`config.mk`:
```
export PLATFORM = sky130hd
export DESIGN_NAME = irq_vec_ctrl
export DESIGN_NICKNAME = d
export VERILOG_FILES = /design/src/rtl/irq_pkg.sv /design/src/rtl/irq_edge_det.sv /design/src/rtl/irq_prio_enc.sv /design/src/rtl/irq_vec_ctrl.sv
export SDC_FILE = /design/constraint.sdc
export NUM_CORES = 1
export LEC_CHECK = 0
export BUFFER_PORTS_ARGS = -buffer_cell sky130_fd_sc_hd__buf_2
export CORE_MARGIN = 1.5
export CORE_UTILIZATION = 50
export CTS_BUF_LIST = sky130_fd_sc_hd__clkbuf_2 sky130_fd_sc_hd__clkbuf_4 sky130_fd_sc_hd__clkbuf_8
export DETAILED_ROUTE_END_ITERATION = 10
export PLACE_DENSITY_LB_ADDON = 0.1
export SETUP_SLACK_MARGIN = 0.2
export SKIP_CTS_REPAIR_TIMING = 1
export SYNTH_ARGS = -nofsm -noshare
export SYNTH_HDL_FRONTEND = slang
export SYNTH_SLANG_ARGS = --single-unit
```
`constraint.sdc`:
```
create_clock -name clk_i -period 2.7 [get_ports clk_i]
set_input_delay 0.405 -clock clk_i [delete_from_list [all_inputs] [get_ports clk_i]]
set_output_delay 0.405 -clock clk_i [all_outputs]
set_load 0.005 [all_outputs]
```
`src/rtl/irq_pkg.sv`:
```
package irq_pkg;
  localparam int NSRC   = 6;
  localparam int NPIN   = 3;
  localparam int NTMR   = 2;
  localparam int NGRP   = NSRC / 2;
  localparam int SRC_W  = $clog2(NSRC);
  localparam int DW     = 8;
  localparam int GE_BIT = 7;

  typedef logic [SRC_W-1:0] src_idx_t;

  typedef enum logic [1:0] {
    SEL_PEND = 2'd0,
    SEL_EN   = 2'd1,
    SEL_PRIO = 2'd2,
    SEL_NONE = 2'd3
  } reg_sel_e;

  localparam int SRC_TMR0 = 4;
  localparam int SRC_RISE = 3;
  localparam int RISE_PIN = 1;
endpackage

```
`src/rtl/irq_edge_det.sv`:
```
module irq_edge_det #(
  parameter int N = 3
) (
  input  logic         clk_i,
  input  logic         rst_ni,
  input  logic [N-1:0] pin_i,
  output logic [N-1:0] fall_o,
  output logic [N-1:0] rise_o
);
  logic [N-1:0] s1_q, s2_q, prev_q;

  for (genvar i = 0; i < N; i++) begin : g_pin
    always_ff @(posedge clk_i or negedge rst_ni) begin
      if (!rst_ni) begin
        s1_q[i]   <= 1'b1;
        s2_q[i]   <= 1'b1;
        prev_q[i] <= 1'b1;
      end else begin
        s1_q[i]   <= pin_i[i];
        s2_q[i]   <= s1_q[i];
        prev_q[i] <= s2_q[i];
      end
    end
    assign fall_o[i] = prev_q[i] & ~s2_q[i];
    assign rise_o[i] = ~prev_q[i] & s2_q[i];
  end

  // one pulse per transition
  p_edge_once_r2: assert property (@(posedge clk_i) disable iff (!rst_ni)
    (|fall_o) |=> ((fall_o & $past(fall_o)) == '0));
  p_rise_once_r2: assert property (@(posedge clk_i) disable iff (!rst_ni)
    (|rise_o) |=> ((rise_o & $past(rise_o)) == '0));
endmodule

```
`src/rtl/irq_prio_enc.sv`:
```
module irq_prio_enc
  import irq_pkg::*;
(
  input  logic            clk_i,
  input  logic            rst_ni,
  input  logic [NSRC-1:0] req_i,
  input  logic [2:0]      order_i,
  input  logic [NGRP-1:0] swap_i,
  output logic            valid_o,
  output src_idx_t        idx_o
);
  logic [NGRP-1:0] grp_any;
  src_idx_t        grp_pick [NGRP];
  logic [1:0]      rank [NGRP];

  for (genvar g = 0; g < NGRP; g++) begin : g_grp
    localparam src_idx_t LO = src_idx_t'(2 * g);
    localparam src_idx_t HI = src_idx_t'(2 * g + 1);
    assign grp_any[g] = req_i[2*g] | req_i[2*g+1];
    always_comb begin
      if (swap_i[g]) grp_pick[g] = req_i[2*g+1] ? HI : LO;
      else           grp_pick[g] = req_i[2*g]   ? LO : HI;
    end
  end

  always_comb begin
    case (order_i)
      3'd1:    begin rank[0] = 2'd0; rank[1] = 2'd2; rank[2] = 2'd1; end
      3'd2:    begin rank[0] = 2'd1; rank[1] = 2'd0; rank[2] = 2'd2; end
      3'd3:    begin rank[0] = 2'd1; rank[1] = 2'd2; rank[2] = 2'd0; end
      3'd4:    begin rank[0] = 2'd2; rank[1] = 2'd0; rank[2] = 2'd1; end
      3'd5:    begin rank[0] = 2'd2; rank[1] = 2'd1; rank[2] = 2'd0; end
      default: begin rank[0] = 2'd0; rank[1] = 2'd1; rank[2] = 2'd2; end
    endcase
  end

  always_comb begin
    valid_o = 1'b0;
    idx_o   = '0;
    for (int k = NGRP - 1; k >= 0; k--) begin
      if (grp_any[rank[k]]) begin
        valid_o = 1'b1;
        idx_o   = grp_pick[rank[k]];
      end
    end
  end

  p_win_pending_r7: assert property (@(posedge clk_i) disable iff (!rst_ni)
    valid_o |-> req_i[idx_o]);
  p_any_wins_r7: assert property (@(posedge clk_i) disable iff (!rst_ni)
    (req_i != '0) |-> valid_o);
endmodule

```
`src/rtl/irq_vec_ctrl.sv`:
```
module irq_vec_ctrl
  import irq_pkg::*;
#(
  parameter int VEC_AW   = 16,
  parameter int VEC_BASE = 0
) (
  input  logic              clk_i,
  input  logic              rst_ni,
  input  logic [NPIN-1:0]   pin_i,
  input  logic [NTMR-1:0]   tmr_pulse_i,
  input  logic              reg_we_i,
  input  logic [1:0]        reg_sel_i,
  input  logic [DW-1:0]     reg_wdata_i,
  output logic [DW-1:0]     reg_rdata_o,
  output logic              grant_req_o,
  output logic [SRC_W-1:0]  grant_src_o,
  output logic [VEC_AW-1:0] grant_vec_o,
  input  logic              grant_ack_i
);
  logic [NPIN-1:0] pin_fall, pin_rise;
  logic [NSRC-1:0] pend_q, pend_set, pend_clr, en_q, eligible;
  logic            ge_q;
  logic [2:0]      order_q;
  logic [NGRP-1:0] swap_q;
  logic            win_valid, ack_hit;
  src_idx_t        win_idx, src_q;
  logic [VEC_AW-1:0] vec_q;
  logic            req_q;

  irq_edge_det #(.N(NPIN)) u_edge (
    .clk_i  (clk_i),
    .rst_ni (rst_ni),
    .pin_i  (pin_i),
    .fall_o (pin_fall),
    .rise_o (pin_rise)
  );

  always_comb begin
    pend_set = '0;
    pend_set[NPIN-1:0] = pin_fall;
    pend_set[SRC_RISE] = pin_rise[RISE_PIN];
    pend_set[SRC_TMR0 +: NTMR] = tmr_pulse_i;
  end

  assign ack_hit = req_q & grant_ack_i;

  always_comb begin
    pend_clr = '0;
    if (reg_we_i && reg_sel_e'(reg_sel_i) == SEL_PEND) pend_clr = reg_wdata_i[NSRC-1:0];
    if (ack_hit) pend_clr[src_q] = 1'b1;
  end

  always_ff @(posedge clk_i or negedge rst_ni) begin
    if (!rst_ni) pend_q <= '0;
    else         pend_q <= (pend_q & ~pend_clr) | pend_set;  // set wins
  end

  always_ff @(posedge clk_i or negedge rst_ni) begin
    if (!rst_ni) begin
      en_q    <= '0;
      ge_q    <= 1'b0;
      order_q <= '0;
      swap_q  <= '0;
    end else begin
      if (reg_we_i && reg_sel_e'(reg_sel_i) == SEL_EN) begin
        en_q <= reg_wdata_i[NSRC-1:0];
        ge_q <= reg_wdata_i[GE_BIT];
      end
      if (reg_we_i && reg_sel_e'(reg_sel_i) == SEL_PRIO) begin
        order_q <= reg_wdata_i[2:0];
        swap_q  <= reg_wdata_i[3 +: NGRP];
      end
      if (ack_hit) ge_q <= 1'b0;  // acknowledge overrides software
    end
  end

  assign eligible = ge_q ? (pend_q & en_q) : '0;

  irq_prio_enc u_prio (
    .clk_i   (clk_i),
    .rst_ni  (rst_ni),
    .req_i   (eligible),
    .order_i (order_q),
    .swap_i  (swap_q),
    .valid_o (win_valid),
    .idx_o   (win_idx)
  );

  always_ff @(posedge clk_i or negedge rst_ni) begin
    if (!rst_ni) begin
      req_q <= 1'b0;
      src_q <= '0;
      vec_q <= '0;
    end else if (ack_hit) begin
      req_q <= 1'b0;
    end else if (!req_q && win_valid) begin
      req_q <= 1'b1;
      src_q <= win_idx;
      vec_q <= VEC_AW'(VEC_BASE) + VEC_AW'({win_idx, 1'b0});
    end
  end

  always_comb begin
    reg_rdata_o = '0;
    case (reg_sel_e'(reg_sel_i))
      SEL_PEND: reg_rdata_o[NSRC-1:0] = pend_q;
      SEL_EN: begin
        reg_rdata_o[NSRC-1:0] = en_q;
        reg_rdata_o[GE_BIT]   = ge_q;
      end
      SEL_PRIO: begin
        reg_rdata_o[2:0]      = order_q;
        reg_rdata_o[3 +: NGRP] = swap_q;
      end
      default: reg_rdata_o = '0;
    endcase
  end

  assign grant_req_o = req_q;
  assign grant_src_o = src_q;
  assign grant_vec_o = vec_q;

  p_hold_r9: assert property (@(posedge clk_i) disable iff (!rst_ni)
    (grant_req_o && !grant_ack_i) |=> (grant_req_o && $stable(grant_vec_o) && $stable(grant_src_o)));
  p_ack_drop_r9: assert property (@(posedge clk_i) disable iff (!rst_ni)
    (grant_req_o && grant_ack_i) |=> (!grant_req_o && !ge_q));
  p_needs_ge_r6: assert property (@(posedge clk_i) disable iff (!rst_ni)
    $rose(grant_req_o) |-> $past(ge_q));
  p_src_range_r8: assert property (@(posedge clk_i) disable iff (!rst_ni)
    grant_req_o |-> (grant_src_o < SRC_W'(NSRC)));
  p_set_wins_r5: assert property (@(posedge clk_i) disable iff (!rst_ni)
    (|pend_set) |=> ((pend_q & $past(pend_set)) == $past(pend_set)));
endmodule

```
==> impl_metrics.env, run 1 <==
export IMPL_outcome="finished, final reports clean"
export IMPL_finalMaxSlewViolations=0
export IMPL_synthFlopType="dfrtp_1"
export IMPL_yosys_warnings=0
export IMPL_cts_root_buf="clkbuf_8"
export IMPL_path_class="reg2reg"
export IMPL_regArea_um2=812.0
export IMPL_syn_cell_area_um2=1897
export IMPL_layout_cells_non_filler=273
export IMPL_port_buffers=31
export IMPL_tightest_slew_ns=0.6910
export IMPL_drtPass1Iterations=5
export IMPL_insertion_delay_ns=0.29
export IMPL_final_layout_size_suffix_gt1_share_pct=28.89
export IMPL_p_switching_mw=0.6063
export IMPL_synth_cell_type_count=44
export IMPL_grt_pass1_wl_um=7155
export IMPL_power_density_nw_per_um2=821.8
export IMPL_hold_viol=0
export IMPL_die_area_um2=4172
export IMPL_die_x_um=64.59
export IMPL_cts_num_sinks=32
export IMPL_htreeDepth=2
export IMPL_synthArstFlopShare_pct=100.0
export IMPL_grt_max_degree=33
export IMPL_synth_area_top_cells="dfrtp_1, dfstp_2, buf_4"
export IMPL_core_rowCount=22
export IMPL_synthToLayoutAreaGrowth_pct=12.53
export IMPL_drt_iter0_drc=112
export IMPL_final_util_pct=58.30
export IMPL_cts_buffer_depth=2
export IMPL_power_mw=1.754
export IMPL_synth_common_cells="nand2_1, dfrtp_1, buf_4, mux2_2, o21ai_0"
export IMPL_finalSetupViolCount=0
export IMPL_endpoint_kind="flop"
export IMPL_final_antenna_net_count=0
export IMPL_p_sw_share_pct=34.56
export IMPL_crit_required_ns=2.87
export IMPL_antenna_found_initial=0
export IMPL_nNetsFinal=243
export IMPL_pwr_share_clk_pct=28.4
export IMPL_setup_tns_ns=0
export IMPL_antenna_cells=0
export IMPL_clk_pin_slew_worst_paths_ns=0.07
export IMPL_sequentialPowerShare_pct=41.8
export IMPL_multi_input_area_um2=939.7
export IMPL_hold_ws_ns=0.1550
export IMPL_numCtsBuffers=5
export IMPL_dp_cells=265
export IMPL_start_util_pct=51.81
export IMPL_cap_viol_max_count=0
export IMPL_yosysSeqAreaShare_pct=42.81
export IMPL_r2r_end="grant_src_o[0]"
export IMPL_arrival_ns=2.22
export IMPL_totalWireLength_um=4225
export IMPL_nFillCells=324
export IMPL_start_kind="flop"
export IMPL_ir_drop_mv=0.4528
export IMPL_viasPerCell=5.733
export IMPL_ff2ff_path_depth=7
export IMPL_synth_most_common_cell="nand2_1"
export IMPL_leakage_nw=0.9680
export IMPL_drt_wirelength_per_cell_um=15.48
export IMPL_cts_tree="done"
export IMPL_r2r_start="ge_q"
export IMPL_design_core_area_um2=3661
export IMPL_max_slew_margin_pct=53.93
export IMPL_clock_skew_ns=0.01006
export IMPL_grt_pass1_vias=1527
export IMPL_grt_util_all_layers_pct=22.38
export IMPL_p_int_mw=1.148
export IMPL_place_gp_congestion=0.8999
export IMPL_synth_edff_count=0
export IMPL_synth_seq_cells=32
export IMPL_synth_top_area_cell="dfrtp_1"
export IMPL_gr_total_overflow=0
export IMPL_hold_path_class="in2async"
export IMPL_die_y_um=64.59
export IMPL_drcViolationCount=0
export IMPL_ff2ff_setup_slack_ns=0.64
export IMPL_min_period_over_period_pct=76.14
export IMPL_cp_max_fo=11
export IMPL_yosysTopAreaCellShare_pct=30.34
export IMPL_io_pins=47
export IMPL_synthCells=196
export IMPL_syn_area_per_cell_um2=9.678
export IMPL_p_comb_share_pct=29.7
export IMPL_dpl_hpwl_um=3201
export IMPL_max_freq_ghz=0.4865
export IMPL_fin_crit_ns=2.056
export IMPL_vias=1565
export IMPL_rsz0062_at_grt="no"
## cells by family after synthesis
| group | count (synthesis) | synth area share (%) |
|---|---|---|
| compound gates | 60 | 22.63 |
| simple gates | 52 | 13.33 |
| flops | 32 | 42.81 |
| buf+inv | 32 | 10.22 |
| mux | 19 | 10.82 |
| other cells | 1 | 0.1977 |
## registers in the layout, indices dropped and copies added, names as in the netlist
register and flops:
ge_q 1, grant_req_o 1, grant_src_o 3, pend_q 6
swap_q 3, order_q 3, u_edge.s2_q 3, u_edge.s1_q 3
en_q 6, u_edge.prev_q 3
## power by group through the flow
stage / Combinational (mW) / Clock [mW] / Sequential, mW
finish: 0.521 / 0.499 / 0.734
global route: 0.582 / 0.536 / 0.756
CTS: 0.521 / 0.509 / 0.732
detailed placement: 0.517 / 0 / 0.741
global placement: 0.511 / 0 / 0.737
floorplan: 0.434 / 0 / 0.671
## per-layer routing
metal	wire [um]	track usage [%]	part of all wire (%)
met1	1951	29.13	46
met2	2064	36.72	49
met3	181	6.250	4.3
met4	27	6.117	0.64
met5	0	0	0
## worst max-delay path, stage by stage, from the launching register on
cell and delay, ns:
dfrtp_1 0.55, buf_4 0.24, a31oi_1 0.10, a41o_1 0.28, o21ai_0 0.20, a22oi_1 0.12
a311oi_1 0.32, o31ai_1 0.11
## metrics by stage
step | worst slack [ns] | cell area, um2
3_3_place_gp | 0.7096 | 2008
3_5_place_dp | 0.6875 | 2008
5_1_grt | 0.5266 | 2135
6_report | 0.6443 | 2135
2_1_floorplan | 1.040 | 1946
4_1_cts | 0.6703 | 2135
## worst max path at each step
stage,startpoint,end,slack [ns]
after CTS,ge_q,grant_src_o[0],0.67
after global placement,ge_q,grant_src_o[0],0.71
final,ge_q,grant_src_o[0],0.64
after global routing,ge_q,grant_src_o[0],0.53
after floorplan,ge_q,grant_src_o[0],1.04
after detailed placement,ge_q,grant_src_o[0],0.69
## layout make-up
cell class	count	share of cell area, %
Multi-Input combinational cell	145	44.02
Sequential cell	32	38.04
Timing Repair Buffer	33	7.972
Clock buffer	7	4.513
Tap cell	48	2.814
Clock inverter	1	1.407
Inverter	7	1.231
## layout by cell type (no fill, tap or decap), types with 2 or more instances in the layout
cell       n
nand2_1   24
conb_1    14
buf_2     31
a22oi_1   10
nand4_1    2
a31o_2     2
o21bai_1   2
a21o_1     4
nand3_1    6
a31oi_1    3
a22o_1     2
o31ai_1    2
nor2b_1    3
nor3b_1    2
o21ai_0   11
nor2_1     4
a311oi_1   2
clkbuf_8   7
buf_4      2
dfrtp_1   23
nand2b_1   3
dfstp_2    9
o211ai_1   4
nor3_1     2
inv_1      7
mux2i_1    7
a21oi_1    6
mux2_2    12
o22ai_1    3
Note: power is estimated with default switching activity, not from simulation.
==> run 2, diff against run 1 <==
Clock period 2.7 ns to 1.7 ns, I/O delays scaled along.
==> impl_metrics.env, run 2 (same netlist as run 1, synthesis figures left out) <==
export IMPL_grt_util_all_layers_pct=26.06
export IMPL_hold_viol=6
export IMPL_path_cells="or3b_4, a2111oi_4, a31oi_1, a22oi_1, a311oi_2, o31ai_1"
export IMPL_cts_num_sinks=32
export IMPL_antenna_found_initial=0
export IMPL_cp_max_fo=8
export IMPL_r2r_end="grant_src_o[0]"
export IMPL_totalWireLength_um=5037
export IMPL_rsz0062_at_grt="yes"
export IMPL_violations="negative hold slack, negative setup slack"
export IMPL_design_core_area_um2=3661
export IMPL_antenna_cells=0
export IMPL_insertion_delay_ns=0.29
export IMPL_worst_slack_ns=-0.05432
export IMPL_die_y_um=64.59
export IMPL_ff2ff_setup_slack_ns=-0.05
export IMPL_max_slew_margin_pct=54.28
export IMPL_final_antenna_net_count=0
export IMPL_start_kind="flop"
export IMPL_p_switching_mw=1.151
export IMPL_cap_viol_max_count=0
export IMPL_die_area_um2=4172
export IMPL_port_buffers=31
export IMPL_cts_tree="done"
export IMPL_sequentialPowerShare_pct=34.9
export IMPL_p_sw_share_pct=35.84
export IMPL_crit_path_max_incr_delay_ns=0.44
export IMPL_final_layout_size_suffix_gt1_share_pct=44.79
export IMPL_fin_crit_ns=1.754
export IMPL_clk_pin_slew_worst_paths_ns=0.07
export IMPL_dp_cells=298
export IMPL_synthToLayoutAreaGrowth_pct=31.60
export IMPL_hold_ws_ns=-0.005888
export IMPL_numCtsBuffers=5
export IMPL_grt_pass1_wl_um=8273
export IMPL_hold_path_class="in2async"
export IMPL_drt_wirelength_per_cell_um=16.41
export IMPL_max_freq_ghz=0.5700
export IMPL_start_util_pct=51.81
export IMPL_grt_max_degree=33
export IMPL_die_x_um=64.59
export IMPL_nFillCells=307
export IMPL_ff2ff_path_depth=6
export IMPL_min_period_over_period_pct=103.2
export IMPL_ir_drop_mv=0.7734
export IMPL_leakage_nw=1.135
export IMPL_viasPerCell=5.622
export IMPL_path_class="reg2reg"
export IMPL_drtPass1Iterations=4
export IMPL_p_comb_share_pct=41.9
export IMPL_htreeDepth=2
export IMPL_finalSetupViolCount=1
export IMPL_cts_root_buf="clkbuf_8"
export IMPL_endpoint_kind="flop"
export IMPL_core_rowCount=22
export IMPL_grt_pass1_vias=1733
export IMPL_io_pins=47
export IMPL_crit_required_ns=1.91
export IMPL_p_int_mw=2.061
export IMPL_dpl_hpwl_um=3720
export IMPL_cp_slowest_cell="dfrtp_2"
export IMPL_power_mw=3.212
export IMPL_regArea_um2=820.8
export IMPL_finalMaxSlewViolations=0
export IMPL_clock_skew_ns=0.006580
export IMPL_r2r_start="ge_q"
export IMPL_drt_iter0_drc=151
export IMPL_outcome="complete, but fails checks"
export IMPL_power_density_nw_per_um2=1287
export IMPL_place_gp_congestion=0.8359
export IMPL_pwr_share_clk_pct=23.1
export IMPL_arrival_ns=1.96
export IMPL_nNetsFinal=277
export IMPL_reg_largest_list="en_q (6), pend_q (6)"
export IMPL_multi_input_area_um2=1026
export IMPL_final_cell_mix="buf_2, buf_4, nand2_1"
export IMPL_tightest_slew_ns=0.6859
export IMPL_drcViolationCount=0
export IMPL_layout_cells_non_filler=307
export IMPL_cts_buffer_depth=2
export IMPL_vias=1726
export IMPL_final_common_cell="buf_2"
export IMPL_gr_total_overflow=0
-- run 2: changes by cell type in the layout (fill, tap and decap cells not counted), moves of 2 or more --
cell / change
nand2_1: -2
o21ai_0: -5
a22o_1: -2
nand2_2: +2
buf_4: +28
clkbuf_8: -2
o21ai_1: +5
dfrtp_1: -7
a22o_4: +2
dfrtp_2: +7
a311oi_1: -2
buf_6: +6
a311oi_2: +2
-- run 2: metal layers --
| layer | GRT usage, % | vias to the layer above | part of all wire, % |
|---|---|---|---|
| met4 | 12.50 | 0 | 1.8 |
| li1 | - | 818 | - |
| met5 | 0 | - | 0 |
| met2 | 42.58 | 62 | 50 |
| met1 | 33.30 | 835 | 43 |
| met3 | 5.035 | 11 | 4.5 |
-- run 2: worst max path at each step --
stage / slack [ns] / to / cells after the start / startpoint
2_1_floorplan: 0.09 / grant_src_o[0] / 7 / ge_q
3_3_place_gp: -0.06 / grant_src_o[0] / 6 / ge_q
3_5_place_dp: -0.1 / grant_src_o[0] / 6 / ge_q
4_1_cts: -0.12 / grant_src_o[0] / 6 / ge_q
5_1_grt: -0.17 / grant_src_o[0] / 6 / ge_q
6_report: -0.05 / grant_src_o[0] / 6 / ge_q
-- run 2: metrics by stage --
step / worst slack, ns / util (%) / hold slack, ns / TNS, ns / area [um2]
3_3_place_gp: -0.06381 / 62.20 / 0.3151 / -0.06381 / 2277
2_1_floorplan: 0.09487 / - / -0.04059 / 0 / 1973
3_5_place_dp: -0.09881 / 62.20 / 0.3403 / -0.09881 / 2277
6_report: -0.05432 / 68.18 / -0.005888 / -0.05432 / 2496
4_1_cts: -0.1160 / 65.35 / 0.03193 / -0.1160 / 2392
5_1_grt: -0.1685 / 68.18 / 0.04515 / -0.1685 / 2496
-- run 2: critical path, delay by kind of cell, from the launching register on --
kind            cells  cell delay, ns
compound gates      5            0.81
flops               1            0.44
simple gates        1            0.42
-- run 2: final cells by class --
class	instances	share of cell area (%)
clock inverters	3	1.855
repair buffers	67	17.94
clock buffers	5	2.757
well taps	48	2.406
multi-input cells	145	41.10
flip-flops and latches	32	32.88
inverters	7	1.053
-- run 2: power groups by stage --
stage	registers (mW)	clock network [mW]	logic (mW)
after floorplan	1.07	0	0.710
after global placement	1.09	0	1.17
after detailed placement	1.10	0	1.19
after CTS	1.09	0.756	1.21
after global routing	1.14	0.784	1.46
final	1.12	0.743	1.35
